`config.mk`:
```
export PLATFORM = sky130hd
export DESIGN_NAME = disp_frame_driver
export DESIGN_NICKNAME = d
export VERILOG_FILES = /design/src/rtl/disp_frame_pkg.sv /design/src/rtl/disp_scan.sv /design/src/rtl/disp_frame_build.sv /design/src/rtl/disp_bit_seq.sv /design/src/rtl/disp_frame_driver.sv
export SDC_FILE = /design/constraint.sdc
export NUM_CORES = 1
export LEC_CHECK = 0
export CAP_MARGIN = 20
export CORE_UTILIZATION = 31
export CTS_CLUSTER_DIAMETER = 100
export DETAILED_ROUTE_END_ITERATION = 7
export DONT_BUFFER_PORTS = 1
export GPL_TIMING_DRIVEN = 0
export PLACE_DENSITY = 0.52
export SKIP_LAST_GASP = 1
export SLEW_MARGIN = 20
export SYNTH_ARGS = -nofsm -noshare
export SYNTH_HDL_FRONTEND = slang
export SYNTH_SLANG_ARGS = --single-unit
```
`constraint.sdc`:
```
create_clock -name clk -period 5.5 [get_ports clk]
set_input_delay 0.275 -clock clk [delete_from_list [all_inputs] [get_ports clk]]
set_output_delay 0.275 -clock clk [all_outputs]
set_load 0.01 [all_outputs]
```
`src/rtl/disp_frame_pkg.sv`:
```
package disp_frame_pkg;

  localparam int SEL_W   = 4;
  localparam int DOT_W   = 1;
  localparam int SEG_W   = 7;
  localparam int FRAME_W = SEL_W + DOT_W + SEG_W;
  localparam int DIGITS  = SEL_W;

  localparam logic [3:0] BLANK_CODE = 4'hF;

  typedef enum logic [1:0] {
    PH_SETUP = 2'd0,
    PH_RISE  = 2'd1,
    PH_HOLD  = 2'd2,
    PH_FALL  = 2'd3
  } phase_e;

  // Active-low segments, index 6 (g) is sent first, index 0 (a) last.
  function automatic logic [SEG_W-1:0] seg_pattern(input logic [3:0] v);
    logic [SEG_W-1:0] s;
    case (v)
      4'd0:    s = 7'b1000000;
      4'd1:    s = 7'b1111001;
      4'd2:    s = 7'b0100100;
      4'd3:    s = 7'b0110000;
      4'd4:    s = 7'b0011001;
      4'd5:    s = 7'b0010010;
      4'd6:    s = 7'b0000011;
      4'd7:    s = 7'b1111000;
      4'd8:    s = 7'b0000000;
      4'd9:    s = 7'b0011000;
      default: s = 7'b1111111;
    endcase
    return s;
  endfunction

  function automatic logic [3:0] tens_digit(input logic [6:0] v);
    logic [3:0] t;
    t = 4'd0;
    for (int i = 1; i < 10; i++) begin
      if (v >= 7'(10 * i)) t = 4'(i);
    end
    return t;
  endfunction

  function automatic logic [3:0] unit_digit(input logic [6:0] v);
    logic [6:0] r;
    r = v - 7'(10 * int'(tens_digit(v)));
    return r[3:0];
  endfunction

endpackage

```
`src/rtl/disp_scan.sv`:
```
module disp_scan #(
  parameter int COUNT = 4,
  localparam int W = (COUNT > 1) ? $clog2(COUNT) : 1
) (
  input  logic         clk,
  input  logic         rst,
  input  logic         advance,
  output logic [W-1:0] idx
);

  logic [W-1:0] idx_q;

  always_ff @(posedge clk) begin
    if (rst) begin
      idx_q <= '0;
    end else if (advance) begin
      if (idx_q == W'(COUNT - 1)) idx_q <= '0;
      else                        idx_q <= idx_q + W'(1);
    end
  end

  assign idx = idx_q;

endmodule

```
`src/rtl/disp_frame_build.sv`:
```
module disp_frame_build
  import disp_frame_pkg::*;
#(
  parameter int HOUR_W    = 5,
  parameter int MIN_W     = 6,
  parameter int MS_W      = 10,
  parameter int DOT_LIMIT = 500,
  parameter int IDX_W     = 2
) (
  input  logic [IDX_W-1:0]   idx,
  input  logic [HOUR_W-1:0]  hour,
  input  logic [MIN_W-1:0]   minute,
  input  logic [MS_W-1:0]    ms_count,
  output logic [FRAME_W-1:0] frame
);

  logic [6:0]       hour_ext;
  logic [6:0]       min_ext;
  logic [SEL_W-1:0] sel_n;
  logic             dot_n;
  logic [3:0]       code;
  logic [3:0]       hour_tens;

  assign hour_ext  = 7'(hour);
  assign min_ext   = 7'(minute);
  assign hour_tens = tens_digit(hour_ext);

  // One select bit per position, first-sent bit belongs to position 0.
  for (genvar k = 0; k < SEL_W; k++) begin : g_sel
    assign sel_n[SEL_W-1-k] = (idx != IDX_W'(k));
  end

  always_comb begin
    case (idx)
      IDX_W'(0): code = (hour_tens == 4'd0) ? BLANK_CODE : hour_tens;
      IDX_W'(1): code = unit_digit(hour_ext);
      IDX_W'(2): code = tens_digit(min_ext);
      default:   code = unit_digit(min_ext);
    endcase
  end

  assign dot_n = !((idx == IDX_W'(1)) && (ms_count < MS_W'(DOT_LIMIT)));
  assign frame = {sel_n, dot_n, seg_pattern(code)};

endmodule

```
`src/rtl/disp_bit_seq.sv`:
```
module disp_bit_seq
  import disp_frame_pkg::*;
#(
  parameter int WIDTH       = 12,
  parameter int HALF_CYCLES = 2,
  localparam int CNT_W = (HALF_CYCLES > 1) ? $clog2(HALF_CYCLES) : 1,
  localparam int BIT_W = $clog2(WIDTH)
) (
  input  logic             clk,
  input  logic             rst,
  input  logic             start,
  input  logic [WIDTH-1:0] frame_in,
  output logic             busy,
  output logic             last_bit,
  output logic             ser_data,
  output logic             ser_clk
);

  logic             busy_q, busy_n;
  logic [WIDTH-1:0] sh_q, sh_n;
  logic [BIT_W-1:0] bit_q, bit_n;
  phase_e           ph_q, ph_n;
  logic [CNT_W-1:0] cnt_q, cnt_n;
  logic             data_q, data_n;
  logic             clk_q, clk_n;
  logic             last_q, last_n;

  assign last_q = (bit_q == BIT_W'(WIDTH - 1));
  assign last_n = (bit_n == BIT_W'(WIDTH - 1));

  always_comb begin
    busy_n = busy_q;
    sh_n   = sh_q;
    bit_n  = bit_q;
    ph_n   = ph_q;
    cnt_n  = cnt_q;
    if (start) begin
      busy_n = 1'b1;
      sh_n   = frame_in;
      bit_n  = '0;
      ph_n   = PH_SETUP;
      cnt_n  = '0;
    end else if (busy_q) begin
      if (cnt_q == CNT_W'(HALF_CYCLES - 1)) begin
        cnt_n = '0;
        case (ph_q)
          PH_SETUP: ph_n = PH_RISE;
          PH_RISE:  ph_n = PH_HOLD;
          PH_HOLD:  ph_n = PH_FALL;
          default: begin
            ph_n = PH_SETUP;
            if (last_q) begin
              busy_n = 1'b0;
            end else begin
              bit_n = bit_q + BIT_W'(1);
              sh_n  = {sh_q[WIDTH-2:0], 1'b0};
            end
          end
        endcase
      end else begin
        cnt_n = cnt_q + CNT_W'(1);
      end
    end
  end

  // Line levels derived from the next state, so outputs leave a flop.
  always_comb begin
    clk_n  = busy_n && (ph_n == PH_RISE || ph_n == PH_HOLD);
    if (!busy_n)
      data_n = 1'b0;
    else if (ph_n == PH_SETUP || ph_n == PH_RISE)
      data_n = sh_n[WIDTH-1];
    else
      data_n = last_n;
  end

  always_ff @(posedge clk) begin
    if (rst) begin
      busy_q <= 1'b0;
      sh_q   <= '0;
      bit_q  <= '0;
      ph_q   <= PH_SETUP;
      cnt_q  <= '0;
      data_q <= 1'b0;
      clk_q  <= 1'b0;
    end else begin
      busy_q <= busy_n;
      sh_q   <= sh_n;
      bit_q  <= bit_n;
      ph_q   <= ph_n;
      cnt_q  <= cnt_n;
      data_q <= data_n;
      clk_q  <= clk_n;
    end
  end

  assign busy     = busy_q;
  assign last_bit = last_q;
  assign ser_data = data_q;
  assign ser_clk  = clk_q;

endmodule

```
`src/rtl/disp_frame_driver.sv`:
```
module disp_frame_driver
  import disp_frame_pkg::*;
#(
  parameter int HOUR_W      = 5,
  parameter int MIN_W       = 6,
  parameter int MS_W        = 10,
  parameter int DOT_LIMIT   = 500,
  parameter int HALF_CYCLES = 2
) (
  input  logic              clk,
  input  logic              rst,
  input  logic              tick,
  input  logic [HOUR_W-1:0] hour,
  input  logic [MIN_W-1:0]  minute,
  input  logic [MS_W-1:0]   ms_count,
  output logic              ser_data,
  output logic              ser_clk
);

  localparam int IDX_W = $clog2(DIGITS);

  logic               seq_busy;
  logic               seq_last;
  logic               tick_ok;
  logic [IDX_W-1:0]   scan_idx;
  logic [FRAME_W-1:0] frame_w;

  assign tick_ok = tick && !seq_busy;

  disp_scan #(
    .COUNT(DIGITS)
  ) u_scan (
    .clk     (clk),
    .rst     (rst),
    .advance (tick_ok),
    .idx     (scan_idx)
  );

  disp_frame_build #(
    .HOUR_W    (HOUR_W),
    .MIN_W     (MIN_W),
    .MS_W      (MS_W),
    .DOT_LIMIT (DOT_LIMIT),
    .IDX_W     (IDX_W)
  ) u_build (
    .idx      (scan_idx),
    .hour     (hour),
    .minute   (minute),
    .ms_count (ms_count),
    .frame    (frame_w)
  );

  disp_bit_seq #(
    .WIDTH       (FRAME_W),
    .HALF_CYCLES (HALF_CYCLES)
  ) u_seq (
    .clk      (clk),
    .rst      (rst),
    .start    (tick_ok),
    .frame_in (frame_w),
    .busy     (seq_busy),
    .last_bit (seq_last),
    .ser_data (ser_data),
    .ser_clk  (ser_clk)
  );

endmodule

```
==> results of run 1 <==
synth_stat cells, types with 7 or more instances:
master and number:
dfxtp_1 24, ha_1 12, clkbuf_1 7, nand3_1 7, nand2_1 30, a21oi_1 13, inv_1 14, nor2_1 17
nor2b_1 8, o21ai_1 10, a31oi_1 8
worst max-delay path: stages, from the launching register on:
cell and delay, ps:
dfxtp_1 410, inv_1 90, ha_1 270, a31oi_1 320, nand2_1 100, o21ai_1 280
inv_2 80, ha_1 320, nor2_1 60, a32o_1 230, nor3b_1 150
logic make-up after synthesis:
logic type	after synthesis	synth area share, %
mux	2	1.24
xor+xnor	4	2.04
compound gates	65	27.0
fa+ha+maj	14	11.1
flops	24	28.0
simple gates	87	24.3
buf+inv	25	6.34
power breakdown:
part           internal, mW  leakage [nW]  switching, mW
sequential            0.185         0.197        0.00759
combinational        0.0415         0.451         0.0564
clock                0.0488        0.0216         0.0506
total                 0.275         0.670          0.115
worst paths after layout:
path | from | to | cells after the start
min | rst | u_seq.busy$_SDFF_PP0_ | 2
max reg2reg | u_scan.idx[0]$_SDFFE_PP0P_ | u_seq.sh_q[1]$_SDFFE_PP0P_ | 10
max | u_scan.idx[0]$_SDFFE_PP0P_ | u_seq.sh_q[1]$_SDFFE_PP0P_ | 10
min reg2reg | u_seq.sh_q[7]$_SDFFE_PP0P_ | u_seq.sh_q[8]$_SDFFE_PP0P_ | 2
area by class of cell:
class                           count  area share (%)
Tap cell                           70            4.74
Multi-Input combinational cell    172            61.1
Sequential cell                    24            26.0
Buffer                              9            2.64
Inverter                           16            3.25
Clock buffer                        3            2.24
metal layers:
metal	GRT usage [%]	wire length [um]
met1	17.9	1860
met2	23.6	1840
met3	2.04	173
met4	5.19	36
met5	0	0
registers in the layout, indices dropped and copies added, names as in the netlist:
signal	count
u_scan.idx	2
u_seq.bit_q	4
u_seq.busy	1
u_seq.cnt_q	1
u_seq.ph_q	2
u_seq.ser_clk	1
u_seq.ser_data	1
u_seq.sh_q	12
metrics by stage:
| step | hold slack (ps) | cell area (um^2) | util (%) | instances | power, mW |
|---|---|---|---|---|---|
| floorplan | 432 | 1720 | - | 221 | 0.273 |
| global placement | 465 | 1810 | 34.5 | 291 | 0.294 |
| detailed placement | 474 | 1810 | 34.5 | 291 | 0.294 |
| CTS | 208 | 1850 | 35.3 | 294 | 0.394 |
| global route | 204 | 1850 | 35.3 | 294 | 0.419 |
| finish | 214 | 1850 | 35.3 | 294 | 0.390 |
==> summary.md, run 1 <==
| Metric | Value |
|---|---|
| Die height | 76.4 um |
| Crit. End Element | register |
| Netlist cell types | 46 |
| Clock Latency Late Sink | roughly 260 ps |
| Multi-input gate area | around 0.0011 mm^2 |
| Vias | ~1,500 |
| Syn-to-layout area delta | 7.50% |
| Register bit total from synthesis | 24 |
| Mean routed wirelength per cell | roughly 13 um |
| Slew Viols, Final | 0 |
| Post-synth ARST share | 0% |
| Worst relative slew slack | 65.2% |
| Drt initial violations | approximately 100 |
| Syn Std Cell Area | about 0.0017 mm^2 |
| Post-synth top area share | 28.0% |
| Hold Vio Cnt, Final | 0 |
| Vias in the first global route | 1,468 |
| Largest cells by area after synthesis | dfxtp_1 28%, ha_1 8.7%, nand2_1 6.6%, a21oi_1 3.8%, nor2_1 3.7% |
| Maximum vdd ir drop | 0.0724 mV |
| Commonest non-fill, non-tap cell in the layout | nand2_1 |
| Sequential area share after synthesis | about 28% |
| Vias/cell | 5.26 |
| DP Worst Slack | between 2000 and 3000 ps |
| Final Net Count | approximately 260 |
| Syn_area_per_cell | 7.77 um^2 |
| Die area | around 0.006 mm^2 |
| CTS tree | done |
| Largest net degree at the start of global routing | 13 |
| Worst-margin pin slew | roughly 520 ps |
| Unrepaired setup endpoints after global routing | false |
| FMAX | ~420 MHz |
| Worst-path clk slew | ~80 ps |
| Cell count after synthesis | between 200 and 250 |
| Pwr/cell area | approximately 210 mW/mm^2 |
| Setup Crit Path Kind | reg -> reg |
| Num ports | 26 |
| Lkg Pwr | roughly 0.67 nW |
| Initial antenna violation count | 0 |
| Crit path time final | around 2400 ps |
| Setup Total Neg Slack | 0 ps |
| Final setup fails | 0 |
| Post-CTS Resized | 0 |
| Cts hold-fix bufs | 0 |
| Core Area | 0.00524 mm^2 |
| Status | completed |
| Number of synthesis warnings | 0 |
| H-tree depth | 1 |
| Filler instances | 560 |
| Layout cells sized above 1 | between 4 and 5% |
| Drc violations | 0 |
| R2R setup slack | approximately 3100 ps |
| Clk sinks | 24 |
| N_diodes | 0 |
| Overflow left after global routing | 0 |
| Synth area leader | dfxtp_1 |
| Setup bufs post-CTS | 0 |
| DIE WIDTH | 76.4 um |
| Rows | 26 |
| Max_cap viols | 0 |
| Reg area | 480 um^2 |
| Part of the cycle the worst path needs | a little over two fifths |
| Worst setup margin | roughly 3100 ps |
| Post-synth EDFFs | 0 |
| Commonest cells after routing, fill and taps aside | 30 x nand2_1, 24 x dfxtp_1, 17 x nor2_1, 14 x inv_1, 13 x a21oi_1 |
| Root Driver | clkbuf_8 |
| Synth Flop Type | dfxtp_1 |
| Syn_nets | ~260 |
| Layout Skew | 3.85 ps |
| CP max FO | 5 |
| DR pass1 iterations | 4 |
| CP required | approximately 5700 ps |
| RePlAce Congestion | 0.751 |
| Crit start category | register |
| Worst Hold Class | in -> reg |
| IO buf count | 0 |
| Post-DP HPWL | 2990 um |
| Total track usage | between 10% and 20% |
| Initial core utilization | between 30% and 40% |
| Total Routed Length | between 3000 and 4000 um |
| First-pass GRT wire length | 6620 um |
| DRT antenna net count | 0 |
| Worst Path Arrival | ~2600 ps |
| Total CTS buffers | 3 |
| Longest Clk Path Bufs | 2 |
No activity file was read; power rests on OpenSTA's default activity.
==> run 2, diff against run 1 <==
--- a/config.mk
+++ b/config.mk
@@ -5,6 +5,7 @@
 export SDC_FILE = /design/constraint.sdc
 export NUM_CORES = 1
 export LEC_CHECK = 0
+export ABC_AREA = 1
 export CAP_MARGIN = 20
 export CORE_UTILIZATION = 31
 export CTS_CLUSTER_DIAMETER = 100
==> constraint.sdc (replaced) <==
create_clock -name clk -period 2.5 [get_ports clk]
set_input_delay 0.125 -clock clk [delete_from_list [all_inputs] [get_ports clk]]
set_output_delay 0.125 -clock clk [all_outputs]
set_load 0.01 [all_outputs]
==> summary.md, run 2 <==
| Metric | Value |
|---|---|
| Fin util | between 30 and 40% |
| Cts hold-fix bufs | 0 |
| Switching pwr | 331 uW |
| Post-DP HPWL | ~3000 um |
| Vias/cell | about 4.6 |
| Rows | 27 |
| Sequential share of power | about two fifths |
| Largest cells by area after synthesis | dfxtp_1 26%, nand2_1 17%, inv_1 8.9%, ha_1 8.2%, nor2_1 5.2% |
| Count leader, synth | nand2_1 |
| Root Driver | clkbuf_8 |
| Longest Clk Path Bufs | 2 |
| Largest regs | u_seq.sh_q (12), u_seq.bit_q (4) |
| Number of synthesis warnings | 0 |
| Comb pwr share | approximately 28% |
| GR Util met3 | 3.37% |
| Clk sinks | 24 |
| Largest register by flop count | u_seq.sh_q |
| Syn_nets | 317 |
| DR pass1 iterations | 4 |
| Critical path's top delay family | simple AND/OR/NAND/NOR gates |
| Part of the cycle the worst path needs | between 80% and 90% |
| Setup bufs post-CTS | 0 |
| Worst path bufs/invs | 4 |
| Drt initial violations | approximately 110 |
| Switching Share | a little under a third |
| Post-synth ARST share | 0% |
| Drc violations | 0 |
| CP max FO | 4 |
| Hold Vio Cnt, Final | 0 |
| RePlAce Congestion | around 0.76 |
| Commonest non-fill, non-tap cell in the layout | nand2_1 |
| Post-CTS Resized | 0 |
| Vias | between 1,500 and 2,000 |
| Max_cap viols | 0 |
| Syn_area_per_cell | between 6 and 7 um^2 |
| DP Worst Slack | 231 ps |
| Setup Total Neg Slack | 0 ps |
| Initial antenna violation count | 0 |
| Worst setup margin | approximately 360 ps |
| Lkg Pwr | ~0.95 nW |
| Setup Crit Path Kind | reg -> reg |
| Syn Std Cell Area | 0.00182 mm^2 |
| Worst relative slew slack | roughly 64% |
| Total Routed Length | ~3700 um |
| Die height | a little under 80 um |
| FMAX | approximately 470 MHz |
| First-pass GRT wire length | approximately 6600 um |
| Clock power frac | approximately a third |
| Post-synth top area share | 26.4% |
| Critical-path cell with the highest stage delay | dfxtp_1 |
| Clock Latency Late Sink | approximately 270 ps |
| CP max stage delay | about 370 ps |
| H-tree depth | 1 |
| Total CTS buffers | 3 |
| Largest net degree at the start of global routing | 15 |
| Total track usage | a little over an eighth |
| Mean routed wirelength per cell | around 11 um |
| Layout cells sized above 1 | between 10% and 20% |
| Worst-path clk slew | about 80 ps |
| Internal | 732 uW |
| IO buf count | 0 |
| Cell area after layout | roughly 0.0020 mm^2 |
| Overflow left after global routing | 0 |
| Syn-to-layout area delta | 8.87% |
| Final setup fails | 0 |
| Placed cell area | around 0.0019 mm^2 |
| Core Area | between 0.005 and 0.006 mm^2 |
| Cell count after synthesis | about 280 |
| Met2 global-route usage | 21.7% |
| Crit start category | register |
| Crit path time final | ~2100 ps |
| CP Cell Sequence | inv_1 -> ha_1 -> inv_1 -> o21ai_0 -> a21oi_1 -> nand2_1 -> nand2_2 -> inv_1 -> ha_1 -> or2_1 -> nand2_1 -> nand2_1 -> nand2_1 -> nand2_1 -> nand3_1 -> nand2_1 -> inv_1 |
| Die area | slightly above 0.006 mm^2 |
| Busiest layer in global routing | met2 |
| Most frequent CP cell | nand2_1 |
| Post-synth EDFFs | 0 |
| Synth area leader | dfxtp_1 |
| DIE WIDTH | 78.6 um |
| Slew Viols, Final | 0 |
| Filler instances | just over 600 |
| Max FFs per register | 12 |
| Synth Flop Type | dfxtp_1 |
| Worst Path Arrival | ~2400 ps |
| Crit. End Element | register |
| Status | completed |
| Maximum vdd ir drop | 0.226 mV |
| Final Net Count | between 300 and 400 |
| CTS tree | done |
| Worst-margin pin slew | 546 ps |
| WHS | between 70 and 80 ps |
| DRT antenna net count | 0 |
| Initial core utilization | roughly 33% |
| N_diodes | 0 |
| Pwr/cell area | ~540 mW/mm^2 |
| Synth cell count leaders | 81 x nand2_1, 43 x inv_1, 25 x nor2_1 |
| Commonest cells after routing, fill and taps aside | 81 x nand2_1, 43 x inv_1, 25 x nor2_1, 24 x dfxtp_1, 14 x nand3_1 |
| Layout Skew | between 10 and 15 ps |
| Unrepaired setup endpoints after global routing | false |
| Worst Hold Class | in -> reg |
| Netlist cell types | 34 |
| CP required | 2720 ps |
| Num ports | 26 |
| GR Util met1 | approximately 18% |
| Vias in the first global route | around 1,500 |
| Register bit total from synthesis | 24 |
| Sequential area share after synthesis | between 20% and 30% |
[run 2: cell count changes in the layout (fill, tap and decap cells not counted), sizes merged, moves of 4 or more]
cell,before,now
clkbuf,10,5
inv,16,44
nor3,6,2
nor2,17,28
nor2b,8,0
nand2,30,92
a311oi,5,0
nand2b,6,0
nand3,7,17
[run 2: stage by stage]
step,std cells,power [mW]
2_1_floorplan,279,0.677
3_3_place_gp,351,0.731
3_5_place_dp,351,0.731
4_1_cts,355,1.08
5_1_grt,355,1.14
6_report,355,1.06
[run 2: power groups by stage]
stage          combinational, mW  sequential (mW)  clock, mW
2_1_floorplan              0.249            0.428          0
4_1_cts                    0.303            0.422      0.352
3_5_place_dp               0.301            0.431          0
3_3_place_gp               0.301            0.431          0
5_1_grt                    0.347            0.425      0.371
6_report                   0.298            0.422      0.344
[run 2: worst paths after layout]
| path | start | endpoint | slack [ps] | depth (start not counted) |
|---|---|---|---|---|
| worst max-delay path | u_scan.idx[1]$_SDFFE_PP0P_ | u_seq.sh_q[4]$_SDFFE_PP0P_ | 360 | 17 |
| worst min-delay path | ms_count[9] | u_seq.sh_q[7]$_SDFFE_PP0P_ | 70 | 2 |
| worst max register to register | u_scan.idx[1]$_SDFFE_PP0P_ | u_seq.sh_q[4]$_SDFFE_PP0P_ | 360 | 17 |
| worst min register to register | u_seq.sh_q[5]$_SDFFE_PP0P_ | u_seq.sh_q[5]$_SDFFE_PP0P_ | 480 | 2 |
[run 2: per-layer routing]
metal  up-vias  wire length, um  part of all wire, %
met4         0               17                 0.46
li1        890                -                    -
met2        16             1680                   45
met3         2              119                  3.2
met1       714             1910                   51
met5         -                0                    0
[run 2: layout make-up]
| type | count | area [um^2] | area share (%) |
|---|---|---|---|
| Sequential cell | 24 | 480 | 24.2 |
| Inverter | 44 | 165 | 8.33 |
| Clock buffer | 3 | 41.3 | 2.08 |
| Clock inverter | 1 | 30.0 | 1.52 |
| Tap cell | 72 | 90.1 | 4.55 |
| Multi-Input combinational cell | 205 | 1140 | 57.4 |
| Buffer | 6 | 36.3 | 1.83 |
[run 2: cells by family (layout without fill, tap and decap cells)]
group / count (synthesis) / after routing / synth area share (%)
adder cells (fa/ha/maj): 14 / 14 / 10.4
flip-flops: 24 / 24 / 26.4
XOR/XNOR: 2 / 2 / 0.962
AO/OA/AOI/OAI: 40 / 40 / 13.8
buffers and inverters: 50 / 54 / 11.1
AND/OR/NAND/NOR: 149 / 149 / 37.3
==> run 3, diff against run 2 <==
--- a/config.mk
+++ b/config.mk
@@ -13,7 +13,6 @@
 export DONT_BUFFER_PORTS = 1
 export GPL_TIMING_DRIVEN = 0
 export PLACE_DENSITY = 0.52
-export SKIP_LAST_GASP = 1
 export SLEW_MARGIN = 20
 export SYNTH_ARGS = -nofsm -noshare
 export SYNTH_HDL_FRONTEND = slang
==> constraint.sdc (replaced) <==
create_clock -name clk -period 2.2 [get_ports clk]
set_input_delay 0.11 -clock clk [delete_from_list [all_inputs] [get_ports clk]]
set_output_delay 0.11 -clock clk [all_outputs]
set_load 0.01 [all_outputs]
==> summary.md, run 3 (same netlist as run 2, synthesis figures left out) <==
| Metric | Value |
|---|---|
| Initial antenna violation count | 0 |
| Largest net degree at the start of global routing | 15 |
| DIE WIDTH | 78.6 um |
| RR Endpoint | u_seq.sh_q[4]$_SDFFE_PP0P_ |
| Hold Vio Cnt, Final | 0 |
| Switching Share | around a third |
| Total CTS buffers | 3 |
| CP Cell Sequence | inv_1 -> ha_2 -> inv_2 -> o21ai_0 -> a21oi_1 -> nand2_1 -> nand2_2 -> inv_1 -> ha_1 -> or2_1 -> nand2_1 -> nand2_1 -> nand2_1 -> nand2_1 -> nand3_1 -> nand2_1 -> inv_1 |
| GR Util met3 | between 3 and 4% |
| Layout Skew | roughly 10 ps |
| DRT antenna net count | 0 |
| Root Driver | clkbuf_8 |
| Post-DP HPWL | slightly above 3000 um |
| Status | completed |
| Syn-to-layout area delta | 11.5% |
| Slew Viols, Final | 0 |
| Internal | about 840 uW |
| GR Util met1 | between 10% and 20% |
| WHS | approximately 56 ps |
| Core Area | 0.00557 mm^2 |
| Final Net Count | around 320 |
| CP max FO | 3 |
| DR pass1 iterations | 4 |
| Comb pwr share | ~29% |
| Initial core utilization | around 33% |
| Setup Crit Path Kind | reg -> reg |
| H-tree depth | 1 |
| Crit path time final | 1980 ps |
| Critical Path Start | u_scan.idx[1]$_SDFFE_PP0P_ |
| Die area | between 0.006 and 0.007 mm^2 |
| CTS tree | done |
| Die height | between 70 and 80 um |
| Rows | 27 |
| Worst relative slew slack | between 60% and 70% |
| Clk sinks | 24 |
| Clock power frac | a little under a third |
| CP max stage delay | about 350 ps |
| Worst Hold Class | in -> reg |
| Vias in the first global route | roughly 1,500 |
| Most frequent CP cell | nand2_1 |
| RePlAce Congestion | 0.761 |
| Maximum vdd ir drop | ~0.26 mV |
| Vias | approximately 1,600 |
| Num ports | 26 |
| IO buf count | 0 |
| FMAX | between 500 and 600 MHz |
| Filler instances | between 500 and 600 |
| CP required | between 2000 and 2500 ps |
| Max FFs per register | 12 |
| Layout cells sized above 1 | roughly 16% |
| Part of the cycle the worst path needs | between 80% and 90% |
| R2R setup slack | ~220 ps |
| Vias/cell | around 4.6 |
| Critical-path cell with the highest stage delay | dfxtp_2 |
| Worst Path Arrival | between 2000 and 2500 ps |
| CP endpoint | u_seq.sh_q[4]$_SDFFE_PP0P_ |
| Max_cap viols | 0 |
| Cts hold-fix bufs | 0 |
| Met2 global-route usage | roughly 22% |
| R2R Path Start | u_scan.idx[1]$_SDFFE_PP0P_ |
| Drt initial violations | 90 |
| Clock Latency Late Sink | about 270 ps |
| Crit start category | register |
| First-pass GRT wire length | around 6600 um |
| N_diodes | 0 |
| Crit. End Element | register |
| Busiest layer in global routing | met2 |
| Overflow left after global routing | 0 |
| Worst-margin pin slew | between 500 and 600 ps |
| Mean routed wirelength per cell | roughly 11 um |
| Sequential share of power | approximately 40% |
| Largest register by flop count | u_seq.sh_q |
| Unrepaired setup endpoints after global routing | false |
| Longest Clk Path Bufs | 2 |
| Commonest non-fill, non-tap cell in the layout | nand2_1 |
| Largest regs | u_seq.sh_q (12), u_seq.bit_q (4) |
| Switching pwr | roughly 390 uW |
| Total track usage | a little over an eighth |
| Setup Total Neg Slack | 0 ps |
| Lkg Pwr | approximately 0.96 nW |
| Total Routed Length | roughly 3800 um |
| Worst-path clk slew | about 80 ps |
| Worst R2R Path Depth | 17 |
| Drc violations | 0 |
| Pwr/cell area | just over 600 mW/mm^2 |
| Commonest cells after routing, fill and taps aside | 81 x nand2_1, 41 x inv_1, 23 x nor2_1, 22 x dfxtp_1, 14 x nand3_1 |
| Final setup fails | 0 |
run 3: changes by cell type in the layout (fill, tap and decap cells not counted), sizes merged:
cell  delta
buf      +2
run 3: worst min-delay path by stage:
stage	from	to	slack [ps]	cells after the start
after floorplan	ms_count[9]	u_seq.sh_q[7]$_SDFFE_PP0P_	300	2
after global placement	ms_count[9]	u_seq.sh_q[7]$_SDFFE_PP0P_	340	2
after detailed placement	ms_count[9]	u_seq.sh_q[7]$_SDFFE_PP0P_	340	2
after CTS	ms_count[9]	u_seq.sh_q[7]$_SDFFE_PP0P_	60	2
after global routing	ms_count[9]	u_seq.sh_q[7]$_SDFFE_PP0P_	60	2
final	ms_count[9]	u_seq.sh_q[7]$_SDFFE_PP0P_	60	2
run 3: metal layers:
metal / vias to the layer above / share of wire, %
li1: 897 / -
met4: 0 / 0.45
met1: 729 / 52
met2: 21 / 45
met5: - / 0
met3: 2 / 3.0
run 3: final cells by class:
type	count	area, um^2	area share [%]
Timing Repair Buffer	2	15.0	0.739
Inverter	44	165	8.13
Sequential cell	24	483	23.8
Tap cell	72	90.1	4.44
Clock buffer	3	41.3	2.03
Clock inverter	1	30.0	1.48
Buffer	6	36.3	1.79
Multi-Input combinational cell	205	1170	57.6
run 3: worst max-delay path: cells and delay by family, from the launching register on:
family,cells,cell delay [ps]
buf+inv,4,260
fa+ha+maj,2,400
compound gates,2,190
flops,1,350
simple gates,9,750
run 3: what timing repair did:
| action | CTS | global route |
|---|---|---|
| setup endpoints to repair | 0 | 5 |
| gates resized for setup | 0 | 12 |
| buffers inserted | 0 | 2 |
run 3: through the flow:
stage | instances | utilization, % | worst slack (ps) | area [um^2] | power, mW
floorplan | 279 | - | 179 | 1820 | 0.769
global placement | 351 | 34.3 | -52.5 | 1910 | 0.831
detailed placement | 351 | 34.3 | -53.6 | 1910 | 0.831
CTS | 355 | 35.6 | 49.6 | 1980 | 1.22
global route | 357 | 36.4 | 8.79 | 2030 | 1.32
finish | 357 | 36.4 | 223 | 2030 | 1.23
run 3: power by group through the flow:
stage | logic, mW | registers, mW | clock network (mW)
finish | 0.358 | 0.480 | 0.392
global route | 0.414 | 0.484 | 0.422
CTS | 0.345 | 0.480 | 0.400
detailed placement | 0.342 | 0.489 | 0
global placement | 0.342 | 0.489 | 0
floorplan | 0.283 | 0.486 | 0
